### src/rtl/slo_pkg.sv
package slo_pkg;
  localparam int unsigned PH_W = 3;
  localparam logic [PH_W-1:0] PH_DOUT = 3'd0;
  localparam logic [PH_W-1:0] PH_DIN  = 3'd1;

  typedef enum logic [1:0] {
    XM_ASYNC = 2'd0,
    XM_ST    = 2'd1,
    XM_DT    = 2'd2
  } xfer_mode_e;
endpackage

### src/rtl/slo_xfer_reg.sv
module slo_xfer_reg #(
  parameter int unsigned REG_W = 8,
  parameter int unsigned OFF_W = 6
) (
  input  logic             clk_i,
  input  logic             rst_ni,
  input  logic             wr_i,
  input  logic [REG_W-1:0] wdata_i,
  input  logic             ld_i,
  input  logic [REG_W-1:0] ldata_i,
  output logic [OFF_W-1:0] off_o,
  output logic [REG_W-1:0] rdata_o
);
  localparam int unsigned RSV_W = REG_W - OFF_W;

  logic [OFF_W-1:0] off_q;

  // load strobe takes priority over register port
  always_ff @(posedge clk_i or negedge rst_ni) begin
    if (!rst_ni)    off_q <= '0;
    else if (ld_i)  off_q <= ldata_i[OFF_W-1:0];
    else if (wr_i)  off_q <= wdata_i[OFF_W-1:0];
  end

  assign off_o   = off_q;
  assign rdata_o = {{RSV_W{1'b0}}, off_q};

  p_wr_store_r2: assert property (@(posedge clk_i) disable iff (!rst_ni)
    wr_i && !ld_i |=> off_q == $past(wdata_i[OFF_W-1:0]));
  p_ld_wins_r3: assert property (@(posedge clk_i) disable iff (!rst_ni)
    ld_i |=> off_q == $past(ldata_i[OFF_W-1:0]));
  p_hold_r2: assert property (@(posedge clk_i) disable iff (!rst_ni)
    !ld_i && !wr_i |=> $stable(off_q));
endmodule

### src/rtl/slo_mode_dec.sv
module slo_mode_dec
  import slo_pkg::*;
#(
  parameter int unsigned OFF_W  = 6,
  parameter int unsigned ST_MAX = 31,
  parameter int unsigned DT_MAX = 62
) (
  input  logic [PH_W-1:0]  phase_i,
  input  logic             dt_i,
  input  logic [OFF_W-1:0] off_i,
  output xfer_mode_e       mode_o,
  output logic [OFF_W-1:0] limit_o,
  output logic             cfg_err_o
);
  localparam logic [OFF_W-1:0] ST_LIM = OFF_W'(ST_MAX);
  localparam logic [OFF_W-1:0] DT_LIM = OFF_W'(DT_MAX);
  localparam logic [OFF_W-1:0] ONE    = OFF_W'(1);

  logic data_ph;
  assign data_ph = (phase_i == PH_DOUT) || (phase_i == PH_DIN);

  always_comb begin
    mode_o    = XM_ASYNC;
    limit_o   = ONE;
    cfg_err_o = 1'b0;
    if (data_ph && off_i != '0) begin
      limit_o = off_i;
      if (dt_i) begin
        mode_o    = XM_DT;
        cfg_err_o = (off_i == ONE) || (off_i > DT_LIM);
      end else begin
        mode_o    = XM_ST;
        cfg_err_o = off_i > ST_LIM;
      end
    end
  end
endmodule

### src/rtl/slo_out_cnt.sv
module slo_out_cnt
  import slo_pkg::*;
#(
  parameter int unsigned CNT_W = 7
) (
  input  logic             clk_i,
  input  logic             rst_ni,
  input  logic [PH_W-1:0]  phase_i,
  input  logic             sent_i,
  input  logic             ack_i,
  output logic [CNT_W-1:0] cnt_o,
  output logic             underflow_o
);
  logic [CNT_W-1:0] cnt_q;
  logic [PH_W-1:0]  phase_q;
  logic             uf_q;
  logic             ph_chg;
  logic             inc, dec;

  assign ph_chg = phase_i != phase_q;
  assign inc    = sent_i && !ack_i;
  assign dec    = ack_i && !sent_i;

  always_ff @(posedge clk_i or negedge rst_ni) begin
    if (!rst_ni) begin
      cnt_q   <= '0;
      phase_q <= PH_DOUT;
      uf_q    <= 1'b0;
    end else begin
      phase_q <= phase_i;
      if (ph_chg) begin
        cnt_q <= '0;
      end else if (inc) begin
        if (cnt_q != '1) cnt_q <= cnt_q + 1'b1;
      end else if (dec) begin
        if (cnt_q == '0) uf_q  <= 1'b1;
        else             cnt_q <= cnt_q - 1'b1;
      end
    end
  end

  assign cnt_o       = cnt_q;
  assign underflow_o = uf_q;

  p_clear_r9: assert property (@(posedge clk_i) disable iff (!rst_ni)
    ph_chg |=> cnt_q == '0);
  p_inc_r8: assert property (@(posedge clk_i) disable iff (!rst_ni)
    !ph_chg && inc && cnt_q != '1 |=> cnt_q == $past(cnt_q) + 1'b1);
  p_both_r8: assert property (@(posedge clk_i) disable iff (!rst_ni)
    !ph_chg && sent_i && ack_i |=> $stable(cnt_q));
  p_uf_set_r10: assert property (@(posedge clk_i) disable iff (!rst_ni)
    !ph_chg && dec && cnt_q == '0 |=> uf_q && cnt_q == '0);
  p_uf_sticky_r10: assert property (@(posedge clk_i) disable iff (!rst_ni)
    uf_q |=> uf_q);
endmodule

### src/rtl/sync_offset_limiter.sv
module sync_offset_limiter
  import slo_pkg::*;
#(
  parameter int unsigned REG_W  = 8,
  parameter int unsigned OFF_W  = 6,
  parameter int unsigned ST_MAX = 31,
  parameter int unsigned DT_MAX = 62
) (
  input  logic             clk_i,
  input  logic             rst_ni,
  input  logic             reg_wr_i,
  input  logic [REG_W-1:0] reg_wdata_i,
  output logic [REG_W-1:0] reg_rdata_o,
  input  logic             load_i,
  input  logic [REG_W-1:0] load_data_i,
  input  logic [PH_W-1:0]  phase_i,
  input  logic             dt_i,
  input  logic             sent_i,
  input  logic             ack_i,
  output logic             may_send_o,
  output logic             cfg_err_o,
  output logic             underflow_o
);
  localparam int unsigned CNT_W = OFF_W + 1;

  logic [OFF_W-1:0] off;
  logic [OFF_W-1:0] limit;
  logic [CNT_W-1:0] cnt;
  xfer_mode_e       mode;

  slo_xfer_reg #(.REG_W(REG_W), .OFF_W(OFF_W)) u_reg (
    .clk_i   (clk_i),
    .rst_ni  (rst_ni),
    .wr_i    (reg_wr_i),
    .wdata_i (reg_wdata_i),
    .ld_i    (load_i),
    .ldata_i (load_data_i),
    .off_o   (off),
    .rdata_o (reg_rdata_o)
  );

  slo_mode_dec #(.OFF_W(OFF_W), .ST_MAX(ST_MAX), .DT_MAX(DT_MAX)) u_dec (
    .phase_i   (phase_i),
    .dt_i      (dt_i),
    .off_i     (off),
    .mode_o    (mode),
    .limit_o   (limit),
    .cfg_err_o (cfg_err_o)
  );

  slo_out_cnt #(.CNT_W(CNT_W)) u_cnt (
    .clk_i       (clk_i),
    .rst_ni      (rst_ni),
    .phase_i     (phase_i),
    .sent_i      (sent_i),
    .ack_i       (ack_i),
    .cnt_o       (cnt),
    .underflow_o (underflow_o)
  );

  assign may_send_o = !cfg_err_o && (cnt < {1'b0, limit});

  p_err_blocks_r7: assert property (@(posedge clk_i) disable iff (!rst_ni)
    cfg_err_o |-> !may_send_o);
  p_async_single_r4: assert property (@(posedge clk_i) disable iff (!rst_ni)
    mode == XM_ASYNC && cnt != '0 |-> !may_send_o);
  p_sync_open_r5: assert property (@(posedge clk_i) disable iff (!rst_ni)
    mode != XM_ASYNC && !cfg_err_o && cnt < {1'b0, off} |-> may_send_o);
  p_rsvd_zero_r2: assert property (@(posedge clk_i) disable iff (!rst_ni)
    reg_rdata_o[REG_W-1:OFF_W] == '0);
endmodule

### config.mk
export PLATFORM = sky130hd
export DESIGN_NAME = sync_offset_limiter
export DESIGN_NICKNAME = d
export VERILOG_FILES = /design/src/rtl/slo_pkg.sv /design/src/rtl/slo_xfer_reg.sv /design/src/rtl/slo_mode_dec.sv /design/src/rtl/slo_out_cnt.sv /design/src/rtl/sync_offset_limiter.sv
export SDC_FILE = /design/constraint.sdc
export NUM_CORES = 1
export LEC_CHECK = 0
export BUFFER_PORTS_ARGS = -buffer_cell sky130_fd_sc_hd__buf_2
export CORE_ASPECT_RATIO = 1.5
export CORE_MARGIN = 4
export CORE_UTILIZATION = 54
export CTS_CLUSTER_DIAMETER = 120
export DETAILED_ROUTE_END_ITERATION = 7
export HOLD_SLACK_MARGIN = 0.15
export PLACE_DENSITY = 0.82
export SETUP_SLACK_MARGIN = 0.15
export SKIP_CTS_REPAIR_TIMING = 1
export SYNTH_ARGS = -nofsm -noshare
export SYNTH_HDL_FRONTEND = slang
export SYNTH_SLANG_ARGS = --single-unit
export TNS_END_PERCENT = 30
### constraint.sdc
create_clock -name clk_i -period 5.8 [get_ports clk_i]
set_input_delay 1.74 -clock clk_i [delete_from_list [all_inputs] [get_ports clk_i]]
set_output_delay 1.74 -clock clk_i [all_outputs]
set_load 0.01 [all_outputs]
# Yosys cells after proc, flatten, opt, wreduce, memory -nomap -nowiden
# Index checks and enable logic that the tools add are counted.
# W data, S select, Z words.
[classes]
add_sub_neg = 2
magnitude_cmp = 3
n_eq_ne = 6
mux = 10
n_bitwise = 2
n_reduce_logical = 16
[ops]
columns = ["op", "n"]
rows = [
  ["$mux W7", 5],
  ["$mux W6", 3],
  ["$add A7 B1 Y7 const B", 1],
  ["$logic_not A7 Y1", 1],
  ["$lt A7 B6 Y1", 1],
  ["$ne A7 B7 Y1 const B", 1],
  ["$sub A7 B1 Y7 const B", 1],
  ["$eq A6 B1 Y1 const B", 1],
  ["$gt A6 B5 Y1 const B", 1],
  ["$gt A6 B6 Y1 const B", 1],
  ["$reduce_bool A6 Y1", 1],
  ["$logic_and A1 B1 Y1", 4],
  ["$reduce_and A4 Y1", 1],
  ["$eq A3 B1 Y1 const B", 1],
  ["$logic_not A1 Y1", 3],
  ["$logic_not A3 Y1", 1],
  ["$ne A3 B1 Y1 const B", 1],
  ["$ne A3 B2 Y1 const B", 1],
  ["$ne A3 B3 Y1", 1],
  ["$reduce_and A3 Y1", 1],
  ["$reduce_bool A3 Y1", 1],
  ["$logic_or A1 B1 Y1", 2],
  ["$mux W1", 2],
  ["$not A1 Y1", 2],
  ["$reduce_bool A2 Y1", 1],
]
[totals]
regBits = 17
in_bits = 26
out_inout_bits = 11
word_cells = 43

# Depth between registers and ports, before layout
[depth]
depth_word = 6
depth_mapped = 9
ltp_nobuf = 9

# By module
# From an unflattened synthesis, not the netlist that was laid out.
[unflattened]
hier_cells = 154
area_unflattened_um2 = 1377.6
[by_module_without_submodules]
columns = ["mod", "n_inst", "cells_per_inst", "area_per_inst_um2", "seq_area_each_um2"]
rows = [
  ["slo_out_cnt", 1, 83, 764.5, 275.3],
  ["slo_xfer_reg", 1, 35, 342.8, 150.1],
  ["sync_offset_limiter", 1, 17, 152.6, 0.0],
  ["slo_mode_dec", 1, 19, 117.6, 0.0],
]

# Worst setup path after synthesis
# OpenSTA, ideal clock, no wires.
[synth_path]
path_type = "input -> output"
start = "input phase_i[1]"
end = "output may_send_o"
arrival_ns = 3.380
required_ns = 4.060
setup_slack_ns = 0.680
stages = 8
path_buffers = 0
cell_sequence = "nor2_1 nand2_1 ha_1 a21o_1 a21oi_1 o21ai_1 a31o_1 a2111oi_2"
[synth_via]
elab_chain_len = 6
[synth_rtl]
columns = ["element", "line", "text"]
rows = [
  ["start, declared", "sync_offset_limiter.sv:16", "input logic [PH_W-1:0] phase_i,"],
  ["$eq A3 B1 Y1 / $logic_not A3 Y1 (equally long branches)", "slo_mode_dec.sv:20", "assign data_ph = (phase_i == PH_DOUT) || (phase_i == PH_DIN);"],
  ["$logic_or A1 B1 Y1 *", "slo_mode_dec.sv:20", ""],
  ["$logic_and A1 B1 Y1 *", "slo_mode_dec.sv:26", "if (data_ph && off_i != '0) begin"],
  ["$mux W6 / $mux W1 (equally long branches)", "slo_mode_dec.sv:26", ""],
  ["$lt A7 B6 Y1 / $logic_not A1 Y1 (equally long branches)", "sync_offset_limiter.sv:61", "assign may_send_o = !cfg_err_o && (cnt < {1'b0, limit});"],
  ["$logic_and A1 B1 Y1 *", "sync_offset_limiter.sv:61", ""],
  ["end, declared", "sync_offset_limiter.sv:20", "output logic may_send_o,"],
]
# Mark *: on every way between the ends. The rest lies on a longest branch, timed or not.

# Worst setup path after layout
# Ends and elaborated chain as after synthesis.

==> impl_metrics.tcl <==
set metrics [dict create \
    status "finished clean" \
    path_delay_family "compound AO/OA/AOI/OAI gates" \
    synth-edff-count 0 \
    finalSetupTns_ns 0 \
    nNetsFinal 201 \
    relSlewSlack_pct 55.3 \
    slowest_stage "a2111oi_2" \
    place_ws_ns 0.335 \
    wire_per_inst_um 14.4 \
    io_buffers 30 \
    ys_ff_latch 17 \
    htreeDepth 1 \
    drv_cap 0 \
    critPathMostFrequentCell "buf_2" \
    n_antenna_cell 0 \
    dieArea_um2 3060 \
    finalCriticalPeriod_ns 5.46 \
    synth_top_area_cell "dfrtp_1" \
    hpwlAfterDp_mm 2.19 \
    cts_buffers 3 \
    cts_buffer_depth 2 \
    slew_violations 0 \
    power_frac_clock_pct 23.1 \
    drt_iter0_markers 15 \
    required_ns 4.06 \
    setup_viol 0 \
    clock_latency_ns 0.30 \
    die_h_um 65.8 \
    async_reset_ff_share_pct 100 \
    gr-total-overflow 0 \
    first_global_vias 1154 \
    area_growth_pct 15.5 \
    rows 20 \
    final_cells 183 \
    grt_pass1_wl_mm 4.84 \
    wirelength_mm 2.64 \
    finClkSkew_ns 0.00796 \
    crit_path_start_kind "primary input" \
    cts_tree "done" \
    synth_area_um2 1200 \
    p_int_w 0.000191 \
    core_area_um2 2080 \
    critical_path_buf_inv_count 2 \
    arrival_ns 3.72 \
    syn_inst 130 \
    io_pins 37 \
    antenna_left 0 \
    vias 1054 \
    total_power_w 0.000283 \
    finalWorstSetupSlack_ns 0.337 \
    netSwitchingFraction_pct 32.4 \
    grt_antenna_before_repair 0 \
    synth.distinct_cells 32 \
    rsz0062_at_grt "no" \
    post-route-period-util_pct 94.2 \
    switchingPower_w 0.0000917 \
    min_path_type "reg -> reg" \
    fillers 173 \
    gp_congestion 0.795 \
    seq_power_share_pct 48.7 \
    synthTopCellsByArea "dfrtp_1 (35%), ha_1 (12%), mux2i_1 (8.3%), nor2_1 (4.7%), nand2_1 (4.4%)" \
    ys_seq_area_share_pct 35.3 \
    crit_chain "buf_2 -> nor2_1 -> nand2_1 -> ha_1 -> a21o_1 -> a21oi_1 -> o21ai_1 -> a31o_1 -> a2111oi_2 -> buf_2" \
    via_per_inst 5.76 \
    power_density_nw_per_um2 203 \
    peakVddDrop_uv 146 \
    yosysWarningCount 0 \
    whs_ns 0.490 \
    cp-end-kind "output pin" \
    crit_type "in -> out" \
    die_w_um 46.6 \
    placed_cells 179 \
    start_util_pct 58.0 \
    cts_root_buf "clkbuf_4" \
    synth_top_area_share_pct 35.3 \
    syn_avg_cell_area_um2 9.26 \
    drive_gt1_share_pct 24.8 \
    grt_max_degree 18 \
    first_pass_iters 4 \
    max_clock_freq_mhz 183 \
    drc 0 \
    power_frac_comb_pct 28.2 \
    synth_ff_type "dfrtp_1" \
    crit_fanout 6 \
    cts.sinks 17 \
    power_leakage_nw 0.683 \
    clk_pin_slew_ns 0.09 \
    worst_slew_pin_slew_ns 0.667 \
    track_usage_pct 21.4 \
    finalHoldViolCount 0 \
    critical_path.max_stage_delay_ns 0.34 \
]
Yosys cell counts (all sizes together) (3+ instances only):
master  number
a31o         3
a21oi        6
inv          5
nand4        3
mux2i       10
ha          12
xnor2        6
nand3        3
o21ai       10
nor2        16
or4          4
nand2       14
dfrtp       17
per-stage QoR:
stage                     cell area [um^2]  utilization (%)
after floorplan                       1210                -
after global placement                1360             65.6
after detailed placement              1360             65.6
after CTS                             1390             66.9
after global routing                  1390             66.9
final                                 1390             66.9
logic make-up (layout without fill, tap and decap cells):
logic type	after synthesis	after routing	synth area share, %
muxes	10	10	8.32
DFF	17	17	35.3
other	1	2	0.312
and+or+nand+nor	46	46	18.7
xor gates and xnor gates	8	8	5.82
buffers and inverters	9	39	3.43
AOI/OAI and AO/OA	26	26	13.9
adders and majority gates	13	13	14.1
final timing paths:
kind	from	cells after the start	endpoint	slack [ns]
min	u_cnt.underflow_o	1	u_cnt.underflow_o	0.49
min reg2reg	u_cnt.underflow_o	1	u_cnt.underflow_o	0.49
max in group asynchronous	rst_ni	1	u_reg.off_o[4]	4.18
max	phase_i[1]	10	may_send_o	0.34
min in group asynchronous	rst_ni	1	u_reg.off_o[1]	1.34
max reg2reg	u_cnt.cnt_o[0]	7	u_cnt.cnt_o[6]	3.87
area by class of cell:
| cell class | instances | area (um^2) | share of cell area [%] |
|---|---|---|---|
| inverters | 5 | 18.8 | 1.35 |
| clock buffers | 3 | 22.5 | 1.62 |
| multi-input cells | 105 | 741 | 53.3 |
| flip-flops and latches | 17 | 425 | 30.6 |
| repair buffers | 30 | 150 | 10.8 |
| well taps | 22 | 27.5 | 1.98 |
| clock inverters | 1 | 5.00 | 0.360 |
power by group through the flow:
stage,sequential [W],clock (W),combinational (W)
after floorplan,0.000141,0,0.0000504
after global placement,0.000139,0,0.0000765
after detailed placement,0.000140,0,0.0000805
after CTS,0.000138,0.0000669,0.0000809
after global routing,0.000139,0.0000720,0.0000909
final,0.000138,0.0000652,0.0000798
registers in the layout (all words and copies together) (netlist names):
register and flops:
u_cnt.cnt_o 7, u_cnt.phase_q 3, u_cnt.underflow_o 1, u_reg.off_o 6
cell usage in the layout (no fill, tap or decap), drive strengths merged, types with 3 or more instances in the layout:
cell,count
clkbuf,3
nand4,3
nor2,16
a21oi,6
a31o,3
dfrtp,17
buf,30
xnor2,6
or4,4
mux2i,10
nand2,14
inv,5
ha,12
o21ai,10
nand3,3
per-layer routing:
metal,GRT usage [%],vias to the layer above,wire length [um]
met5,0,-,0
met4,8.54,0,42
met3,2.18,5,103
met2,39.7,27,1520
met1,23.1,498,975
li1,-,524,-
(Power assumes the default switching activity.)
